==> config.mk <==
export PLATFORM = sky130hd
export DESIGN_NAME = frame_token_tx
export DESIGN_NICKNAME = d
export VERILOG_FILES = /design/src/rtl/ftx_pkg.sv /design/src/rtl/ftx_crc_step.sv /design/src/rtl/ftx_ctrl.sv /design/src/rtl/ftx_dp.sv /design/src/rtl/frame_token_tx.sv
export SDC_FILE = /design/constraint.sdc
export NUM_CORES = 1
export LEC_CHECK = 0
export ABC_AREA = 1
export ABC_CLOCK_PERIOD_IN_PS = 8300
export BUFFER_PORTS_ARGS = -buffer_cell sky130_fd_sc_hd__buf_2
export CAP_MARGIN = 40
export CORE_MARGIN = 4
export CORE_UTILIZATION = 36
export CTS_CLUSTER_SIZE = 24
export DETAILED_ROUTE_END_ITERATION = 7
export SYNTH_ARGS = -nofsm -noshare
export SYNTH_HDL_FRONTEND = slang
export SYNTH_HIERARCHICAL = 1
export SYNTH_SLANG_ARGS = --single-unit
export TNS_END_PERCENT = 5
==> constraint.sdc <==
create_clock -name clk -period 8.3 [get_ports clk]
set_input_delay 0.415 -clock clk [delete_from_list [all_inputs] [get_ports clk]]
set_output_delay 0.415 -clock clk [all_outputs]
set_load 0.005 [all_outputs]
==> src/rtl/ftx_pkg.sv <==
package ftx_pkg;

  typedef enum logic [3:0] {
    TK_FILL     = 4'd0,
    TK_START    = 4'd1,
    TK_DATA     = 4'd2,
    TK_CHECK    = 4'd3,
    TK_GO       = 4'd4,
    TK_STOP     = 4'd5,
    TK_STAT0    = 4'd6,
    TK_STAT1    = 4'd7,
    TK_STAT2    = 4'd8,
    TK_STAT3    = 4'd9,
    TK_END_SYNC = 4'd10,
    TK_END_DATA = 4'd11,
    TK_MARK     = 4'd12
  } tok_e;

  typedef enum logic [2:0] {
    ST_IDLE,
    ST_SSTART,
    ST_SWORD,
    ST_PAY,
    ST_CHECK,
    ST_FLOW,
    ST_STAT,
    ST_CLOSE
  } st_e;

  typedef struct packed {
    tok_e kind;
    logic crcClr;
    logic crcAdd;
  } strobe_t;

endpackage

==> src/rtl/ftx_crc_step.sv <==
module ftx_crc_step #(
  parameter int W = 32,
  parameter logic [W-1:0] POLY = 32'h04C11DB7
) (
  input  logic [W-1:0] crcIn,
  input  logic [W-1:0] word,
  output logic [W-1:0] crcOut
);

  always_comb begin
    logic [W-1:0] c;
    c = crcIn;
    for (int i = W - 1; i >= 0; i--) begin
      if (c[W-1] ^ word[i]) c = {c[W-2:0], 1'b0} ^ POLY;
      else                  c = {c[W-2:0], 1'b0};
    end
    crcOut = c;
  end

endmodule

==> src/rtl/ftx_ctrl.sv <==
module ftx_ctrl
  import ftx_pkg::*;
#(
  parameter int MAX_WORDS = 512,
  parameter int TMO_W     = 8
) (
  input  logic             clk,
  input  logic             rst,
  input  logic             inValid,
  input  logic             syncBare,
  input  logic             syncData,
  input  logic             flowEn,
  input  logic             remoteStop,
  input  logic             linkUp,
  input  logic             localStop,
  input  logic             txOvf,
  input  logic             notReadyLvl,
  input  logic [TMO_W-1:0] stallLimit,
  output strobe_t          strb,
  output logic             inReady,
  output logic             syncAck,
  output logic             syncErr
);

  localparam int CW = $clog2(MAX_WORDS + 1);
  localparam logic [CW-1:0] LAST_IDX = CW'(MAX_WORDS - 1);

  st_e              st, stN;
  logic [CW-1:0]    wordCnt, wordCntN;
  logic [TMO_W-1:0] stallCnt, stallCntN;
  logic             syncFrm, syncFrmN;
  logic             stopLat, stopLatN;
  logic             holdOff;

  assign holdOff = flowEn && (remoteStop || !linkUp);

  always_comb begin
    strb      = '{kind: TK_FILL, crcClr: 1'b0, crcAdd: 1'b0};
    stN       = st;
    wordCntN  = wordCnt;
    stallCntN = stallCnt;
    syncFrmN  = syncFrm;
    stopLatN  = stopLat;
    inReady   = 1'b0;
    syncAck   = 1'b0;
    syncErr   = 1'b0;
    unique case (st)
      ST_IDLE: begin
        wordCntN  = '0;
        stallCntN = '0;
        if (syncBare && syncData) begin
          syncAck = 1'b1;
          syncErr = 1'b1;
        end else if (!holdOff) begin
          if (syncBare) begin
            strb.kind   = TK_START;
            strb.crcClr = 1'b1;
            syncAck     = 1'b1;
            syncFrmN    = 1'b1;
            stN         = ST_CHECK;
          end else if (syncData && inValid) begin
            strb.kind = TK_MARK;
            syncAck   = 1'b1;
            syncFrmN  = 1'b1;
            stN       = ST_SSTART;
          end else if (!syncData && inValid) begin
            strb.kind   = TK_START;
            strb.crcClr = 1'b1;
            syncFrmN    = 1'b0;
            stN         = ST_PAY;
          end
        end
      end
      ST_SSTART: begin
        strb.kind   = TK_START;
        strb.crcClr = 1'b1;
        stN         = ST_SWORD;
      end
      ST_SWORD: begin
        inReady = 1'b1;
        if (inValid) begin
          strb.kind   = TK_DATA;
          strb.crcAdd = 1'b1;
          stN         = ST_CHECK;
        end
      end
      ST_PAY: begin
        inReady = 1'b1;
        if (inValid) begin
          strb.kind   = TK_DATA;
          strb.crcAdd = 1'b1;
          wordCntN    = wordCnt + 1'b1;
          stallCntN   = '0;
          if (wordCnt == LAST_IDX) stN = ST_CHECK;
        end else if (stallCnt == stallLimit) begin
          strb.kind = TK_CHECK;
          stopLatN  = localStop;
          stN       = ST_FLOW;
        end else begin
          stallCntN = stallCnt + 1'b1;
        end
      end
      ST_CHECK: begin
        strb.kind = TK_CHECK;
        stopLatN  = localStop;
        stN       = ST_FLOW;
      end
      ST_FLOW: begin
        strb.kind = stopLat ? TK_STOP : TK_GO;
        stN       = ST_STAT;
      end
      ST_STAT: begin
        unique case ({txOvf, notReadyLvl})
          2'b00:   strb.kind = TK_STAT0;
          2'b01:   strb.kind = TK_STAT1;
          2'b10:   strb.kind = TK_STAT2;
          default: strb.kind = TK_STAT3;
        endcase
        stN = ST_CLOSE;
      end
      ST_CLOSE: begin
        strb.kind = syncFrm ? TK_END_SYNC : TK_END_DATA;
        stN       = ST_IDLE;
      end
      default: stN = ST_IDLE;
    endcase
  end

  always_ff @(posedge clk) begin
    if (rst) begin
      st       <= ST_IDLE;
      wordCnt  <= '0;
      stallCnt <= '0;
      syncFrm  <= 1'b0;
      stopLat  <= 1'b0;
    end else begin
      st       <= stN;
      wordCnt  <= wordCntN;
      stallCnt <= stallCntN;
      syncFrm  <= syncFrmN;
      stopLat  <= stopLatN;
    end
  end

endmodule

==> src/rtl/ftx_dp.sv <==
module ftx_dp
  import ftx_pkg::*;
#(
  parameter int W = 32,
  parameter logic [W-1:0] POLY = 32'h04C11DB7,
  parameter logic [W-1:0] INIT = 32'hFFFFFFFF
) (
  input  logic         clk,
  input  logic         rst,
  input  strobe_t      strb,
  input  logic [W-1:0] inWord,
  input  logic         aux1,
  input  logic         aux2,
  input  logic         dirLvl,
  output tok_e         tokKind,
  output logic [W-1:0] tokData
);

  logic [W-1:0] crcReg, crcNext;

  ftx_crc_step #(.W(W), .POLY(POLY)) u_crc (
    .crcIn (crcReg),
    .word  (inWord),
    .crcOut(crcNext)
  );

  always_ff @(posedge clk) begin
    if (rst) begin
      tokKind <= TK_FILL;
      tokData <= '0;
      crcReg  <= INIT;
    end else begin
      tokKind <= strb.kind;
      unique case (strb.kind)
        TK_DATA:  tokData <= inWord;
        TK_CHECK: tokData <= crcReg;
        TK_START: tokData <= {{(W-3){1'b0}}, aux1, aux2, dirLvl};
        default:  tokData <= '0;
      endcase
      if (strb.crcClr)      crcReg <= INIT;
      else if (strb.crcAdd) crcReg <= crcNext;
    end
  end

endmodule

==> src/rtl/frame_token_tx.sv <==
module frame_token_tx
  import ftx_pkg::*;
#(
  parameter int MAX_WORDS = 512,
  parameter int TMO_W     = 8
) (
  input  logic             clk,
  input  logic             rst,
  input  logic             inValid,
  input  logic [31:0]      inWord,
  output logic             inReady,
  input  logic             syncBare,
  input  logic             syncData,
  output logic             syncAck,
  output logic             syncErr,
  input  logic             flowEn,
  input  logic             remoteStop,
  input  logic             linkUp,
  input  logic             localStop,
  input  logic             txOvf,
  input  logic             notReadyLvl,
  input  logic             aux1,
  input  logic             aux2,
  input  logic             dirLvl,
  input  logic [TMO_W-1:0] stallLimit,
  output logic [3:0]       tokKind,
  output logic [31:0]      tokData
);

  strobe_t strb;
  tok_e    kindE;

  ftx_ctrl #(.MAX_WORDS(MAX_WORDS), .TMO_W(TMO_W)) u_ctrl (
    .clk        (clk),
    .rst        (rst),
    .inValid    (inValid),
    .syncBare   (syncBare),
    .syncData   (syncData),
    .flowEn     (flowEn),
    .remoteStop (remoteStop),
    .linkUp     (linkUp),
    .localStop  (localStop),
    .txOvf      (txOvf),
    .notReadyLvl(notReadyLvl),
    .stallLimit (stallLimit),
    .strb       (strb),
    .inReady    (inReady),
    .syncAck    (syncAck),
    .syncErr    (syncErr)
  );

  ftx_dp #(.W(32)) u_dp (
    .clk    (clk),
    .rst    (rst),
    .strb   (strb),
    .inWord (inWord),
    .aux1   (aux1),
    .aux2   (aux2),
    .dirLvl (dirLvl),
    .tokKind(kindE),
    .tokData(tokData)
  );

  assign tokKind = kindE;

endmodule

# Yosys cells after proc, flatten, opt, wreduce, memory -nomap -nowiden
# Cells that the tools add are included.
# totals
ff_bits,91
in_bits,54
out_inout_bits,39
wordCells,197
# classes
add_sub_neg,2
n_eq_ne,24
mux,78
bitwise_logic,66
n_reduce_logical,19
# op_table
cell,n
2-to-1 mux 27 bit,32
inverter 14 bit,32
one-hot mux 32 bit (3 select lines),1
one-hot mux 4 bit (8 select lines),1
bitwise XOR 1 bit,32
2-to-1 mux 3 bit,9
one-hot mux 3 bit (8 select lines),1
one-hot mux 10 bit (2 select lines),1
2-to-1 mux 1 bit,18
2-to-1 mux 8 bit,2
one-hot mux 8 bit (2 select lines),1
2-to-1 mux 5 bit,3
== test 3 bit (second input constant),4
one-hot mux 4 bit (3 select lines),1
adder 10 x 1 -> 10 bit (second input constant),1
== test 10 x 9 -> 1 bit (second input constant),1
2-to-1 mux 10 bit,1
!= test 2 bit (second input constant),5
adder 8 x 1 -> 8 bit (second input constant),1
== test 4 x 2 -> 1 bit (second input constant),2
== test 8 bit,1
2-to-1 mux 4 bit,2
== test 3 x 2 -> 1 bit (second input constant),2
2-to-1 mux 2 bit,3
22 further kinds,32

# Depth between registers and ports, before layout
# logic_depth
word_depth,64
ltp_mapped,31
depth_no_buf,31

# Hierarchy
# The synthesis kept the hierarchy.
# by_module_without_submodules
module,n_inst,cells_each,area_per_inst_um2
ftx_crc_step,1,921,5029.8
ftx_dp,1,310,2434.8
ftx_ctrl,1,281,1699.1

# Least setup slack after synthesis
# Ideal clock, no wire load.
# synth_path
path_kind,input port to flip-flop
from,in inWord[31]
to,reg u_dp.crcReg[5]
setup_time_ps,123
arrival_time_ps,2630
required_time_ps,8177
path_slack_ps,5547
cell_stages,27
path_buffers,1
path_cell_list,inv_1 nand2_1 nand2_1 buf_6 nand2_2 nand2_4 nand2_2 nand2_4 nand3_2 nand2_8 nand2_2 nand2_4 nand2_1 nand2_2 nand2_4 nand2_8 nand2_2 nand2_4 inv_2 nand2_2 nand2_4 xnor2_1 nand2_1 nand2_1 inv_1 nand2_1 nand3_1
# synth_via
elab_chain_cells,41
elab_cells_between_ends,79
# synth_lines
item,line,rtl
from (decl),frame_token_tx.sv:10,"input logic [31:0] inWord,"
bitwise XOR 1 bit *,ftx_crc_step.sv:14,"if (c[W-1] ^ word[i]) c = {c[W-2:0], 1'b0} ^ POLY;"
2-to-1 mux 27 bit *,ftx_crc_step.sv:14,
2-to-1 mux 27 bit or inverter 14 bit (tied branches),n/a,
inverter 14 bit (no line) or 2-to-1 mux 27 bit (tied branches),n/a,
2-to-1 mux 27 bit,ftx_crc_step.sv:14,
inverter 14 bit (no line),n/a,
2-to-1 mux 27 bit,ftx_crc_step.sv:14,
2-to-1 mux 27 bit or inverter 14 bit (tied branches),n/a,
(+26 left out),n/a,
"inverter 14 bit (no line), or another cell as far along",n/a,
2-to-1 mux 27 bit or inverter 14 bit (tied branches),n/a,
2-to-1 mux 27 bit,ftx_crc_step.sv:14,
inverter 14 bit (no line) or bitwise XOR 1 bit (tied branches),n/a,
2-to-1 mux 27 bit,ftx_crc_step.sv:14,
inverter 14 bit (no line) or bitwise XOR 1 bit (tied branches),n/a,
2-to-1 mux 27 bit *,ftx_crc_step.sv:14,
via u_dp.crcNext[5],ftx_dp.sv:19,"logic [W-1:0] crcReg, crcNext;"
to (signal assigned),ftx_dp.sv:41,else if (strb.crcAdd) crcReg <= crcNext;
to (decl),ftx_dp.sv:19,
# Mark *: on every way through the listed nets, which the timed path passes. The rest lies on a longest branch.
# A chain may end at the register's enable or synchronous reset.

# Worst setup path in the final report
# layout_path
from,reg u_dp.crcReg[31]
to,reg u_dp.crcReg[26]
# layout_via
elab_chain_cells,41
elab_cells_between_ends,71
# layout_lines
item,line
bitwise XOR 1 bit *,ftx_crc_step.sv:14
2-to-1 mux 27 bit *,ftx_crc_step.sv:14
bitwise XOR 1 bit or inverter 14 bit (tied branches),n/a
2-to-1 mux 27 bit,ftx_crc_step.sv:14
inverter 14 bit (no line) or 2-to-1 mux 27 bit (tied branches),n/a
2-to-1 mux 27 bit or inverter 14 bit (tied branches),n/a
2-to-1 mux 27 bit,ftx_crc_step.sv:14
inverter 14 bit (no line),n/a
(+26 left out),n/a
2-to-1 mux 27 bit,ftx_crc_step.sv:14
inverter 14 bit (no line) or 2-to-1 mux 27 bit (tied branches),n/a
2-to-1 mux 27 bit,ftx_crc_step.sv:14
2-to-1 mux 27 bit or inverter 14 bit (tied branches),n/a
2-to-1 mux 27 bit,ftx_crc_step.sv:14
inverter 14 bit (no line) or bitwise XOR 1 bit (tied branches),n/a
2-to-1 mux 27 bit *,ftx_crc_step.sv:14
via u_dp.crcNext[26],ftx_dp.sv:19
# Marked as above.

==> flow_metrics.tcl <==
set metrics [dict create \
    drc 0 \
    avgSynthCellArea_sq_um 6.06 \
    vias_per_cell 4.99 \
    wl_um 31000 \
    num_rows 58 \
    routedWlPerCell_um 16.1 \
    clockBufferDepth 2 \
    h-tree-depth 3 \
    fillCellCount 2782 \
    cp-start-kind "flip-flop" \
    path_clk_slew_ps 80 \
    synth-edff-count 0 \
    fmax_mhz 266 \
    grt_busiest_layer "met2" \
    synth_area_leader_cell "nand2_1" \
    post-cts-setup-buffers 0 \
    use_met1_pct 29.4 \
    portBuffers 92 \
    yosys_warnings 6 \
    ctsResizeCount 0 \
    hold_viol 0 \
    cts_hold_buf 0 \
    fin_crit_ps 3760 \
    grt_use_met3_pct 2.53 \
    synth_top_area_share_pct 23.7 \
    dieArea_sq_um 28100 \
    initial_utilization_pct 36.5 \
    fin_worst_skew_ps 17.8 \
    syn_nets 1568 \
    antenna_found_initial 0 \
    grt_use_met2_pct 34.2 \
    overflow 0 \
    vias 9610 \
    critPathMostFrequentCell "nand2_1" \
    cp_max_fo 11 \
    synth.distinct_cells 44 \
    clk_latency_ps 360 \
    crit_family "simple AND/OR/NAND/NOR gates" \
    rsz0062_at_grt "false" \
    ys.flop_type "dfxtp_1" \
    r2r_slack_ps 4540 \
    dpl_cell_area_sq_um 9950 \
    die_w_um 168 \
    synth_area_sq_um 9160 \
    drtPass1Iterations 5 \
    final_max_slew_viol_count 0 \
    synth.area.top_cells "nand2_1 (24%), dfxtp_1 (20%), nand3_1 (11%), xor2_1 (8.9%), inv_1 (6.6%)" \
    grtUsageTotal_pct 21.5 \
    synthCells 1512 \
    cts_tree "yes" \
    crit_path_end_kind "flip-flop" \
    grt_pass1_vias 8791 \
    timing.final.crit_share_pct 45.3 \
    worstMarginPinSlew_ps 850 \
    cts_root_buf "clkbuf_16" \
    grt_max_degree 53 \
    grt_pass1_wl_um 48000 \
    cts_made_buffers 9 \
    fin_area_sq_um 10300 \
    drive_gt1_share_pct 18.6 \
    diodes 0 \
    nNetsFinal 1648 \
    crit_path_top_delay_cell "dfxtp_1" \
    drv_cap 0 \
    crit_type "flip-flop to flip-flop" \
    gp_congestion 0.971 \
    cp.required_ps 8540 \
    drt_iter0_drc 772 \
    fp.dieH_um 168 \
    ios 93 \
    setup_viol 0 \
    ant_nets 0 \
    slew_headroom_pct 43.3 \
    cts_sinks 91 \
    dp_hpwl_um 24700 \
    synth_seq_area_share_pct 19.9 \
    outcome "complete, no violations" \
    slowest_delay_ps 450 \
    min_path_type "primary input to flip-flop" \
    setup_tns_ps 0 \
    async_reset_ff_share_pct 0 \
    cp_data_arrival_time_ps 4000 \
    cp_num_buf_inv 6 \
    syn2layout_area_growth_pct 11.9 \
    core_area_sq_um 25100 \
    yosys_register_bits 91 \
]
[state kept, by name, indices dropped and copies added (netlist names)]
| name | cells |
|---|---|
| u_dp/crcReg | 32 |
| u_ctrl/wordCnt | 10 |
| u_dp/tokData | 32 |
| u_ctrl/stallCnt | 8 |
| u_dp/tokKind | 4 |
| u_ctrl/syncFrm | 1 |
| u_ctrl/stopLat | 1 |
| u_ctrl/st | 3 |
[cells in the mapped netlist, types with 2 or more instances]
cell type / n
nor3_1: 7
ha_1: 2
clkbuf_1: 14
inv_2: 25
buf_6: 3
a21oi_1: 47
buf_2: 9
dfxtp_1: 91
a211oi_2: 2
nand2_8: 3
xor2_4: 2
inv_4: 3
nor2_2: 4
inv_1: 161
nand2_4: 38
xnor2_1: 35
nor2_1: 38
or2_1: 2
o211ai_1: 2
buf_4: 4
nor2_4: 3
clkinv_1: 2
nand2_2: 74
nor4_1: 5
nand4_1: 11
xor2_1: 93
a211oi_1: 2
o21ai_0: 7
nand3_1: 201
xor2_2: 6
nand2_1: 578
nand3b_1: 11
nand3_2: 14
a21o_1: 2
nand3_4: 2
[per-stage QoR]
| stage | utilization [%] | std cells | hold WS, ps | setup slack, ps |
|---|---|---|---|---|
| after floorplan | - | 1512 | 423 | 5550 |
| after global placement | 39.6 | 1910 | 440 | 4590 |
| after detailed placement | 39.6 | 1911 | 442 | 4510 |
| after CTS | 40.9 | 1927 | 333 | 4640 |
| after global routing | 40.9 | 1927 | 348 | 4350 |
| final | 40.9 | 1927 | 340 | 4540 |
[worst paths after layout]
check                    startpoint                end  cells after the start
hold reg to reg   u_ctrl/wordCnt[4]  u_ctrl/wordCnt[4]                      2
hold / removal            inWord[3]    u_dp/tokData[3]                      3
setup reg to reg    u_dp/crcReg[31]    u_dp/crcReg[26]                     29
setup / recovery    u_dp/crcReg[31]    u_dp/crcReg[26]                     29
[layer usage]
metal / vias to the layer above / share of wire (%)
li1: 4864 / -
met1: 4356 / 45
met2: 340 / 44
met3: 50 / 6.3
met4: 0 / 4.2
met5: - / 0
[cell type report]
| type | count | area [sq um] | area share (%) |
|---|---|---|---|
| sequential | 91 | 1820 | 17.8 |
| tap | 330 | 413 | 4.02 |
| multi-input combinational | 1200 | 6470 | 63.1 |
| clock inverter | 6 | 65.1 | 0.634 |
| clock buffer | 10 | 239 | 2.33 |
| inverter | 191 | 724 | 7.06 |
| timing repair buffer | 99 | 520 | 5.07 |
[placed cells by master, fill, tap and decap left out, types with 3 or more instances in the layout]
cell type,count
nand2_4,38
nor2_4,4
o21ai_0,7
nor2_2,6
nor3_1,7
clkbuf_16,9
nand2_2,74
nand3_1,201
nor4_1,5
buf_2,92
nor2_1,35
nand2_8,3
nand4_1,11
inv_4,3
nand3b_1,11
inv_2,25
xor2_1,93
inv_1,161
xnor2_1,35
xor2_2,6
nand3_2,14
dfxtp_1,91
a21oi_1,47
buf_4,6
nand2_1,578
[worst reg2reg max path, delay by kind of cell (launching register included)]
| kind | cells | cell delay [ps] |
|---|---|---|
| buffers and inverters | 6 | 490 |
| flip-flops | 1 | 450 |
| AND/OR/NAND/NOR | 23 | 2710 |
[logic make-up after synthesis]
family / synth area share (%)
and+or+nand+nor: 52.0
xor gates and xnor gates: 14.1
AOI/OAI and AO/OA: 4.07
adders and majority gates: 0.273
DFF: 19.9
buffers and inverters: 9.67
Power is left out: the tool's default activity adds up to more than one toggle a clock period on the data nets, which glitch-free logic cannot reach.
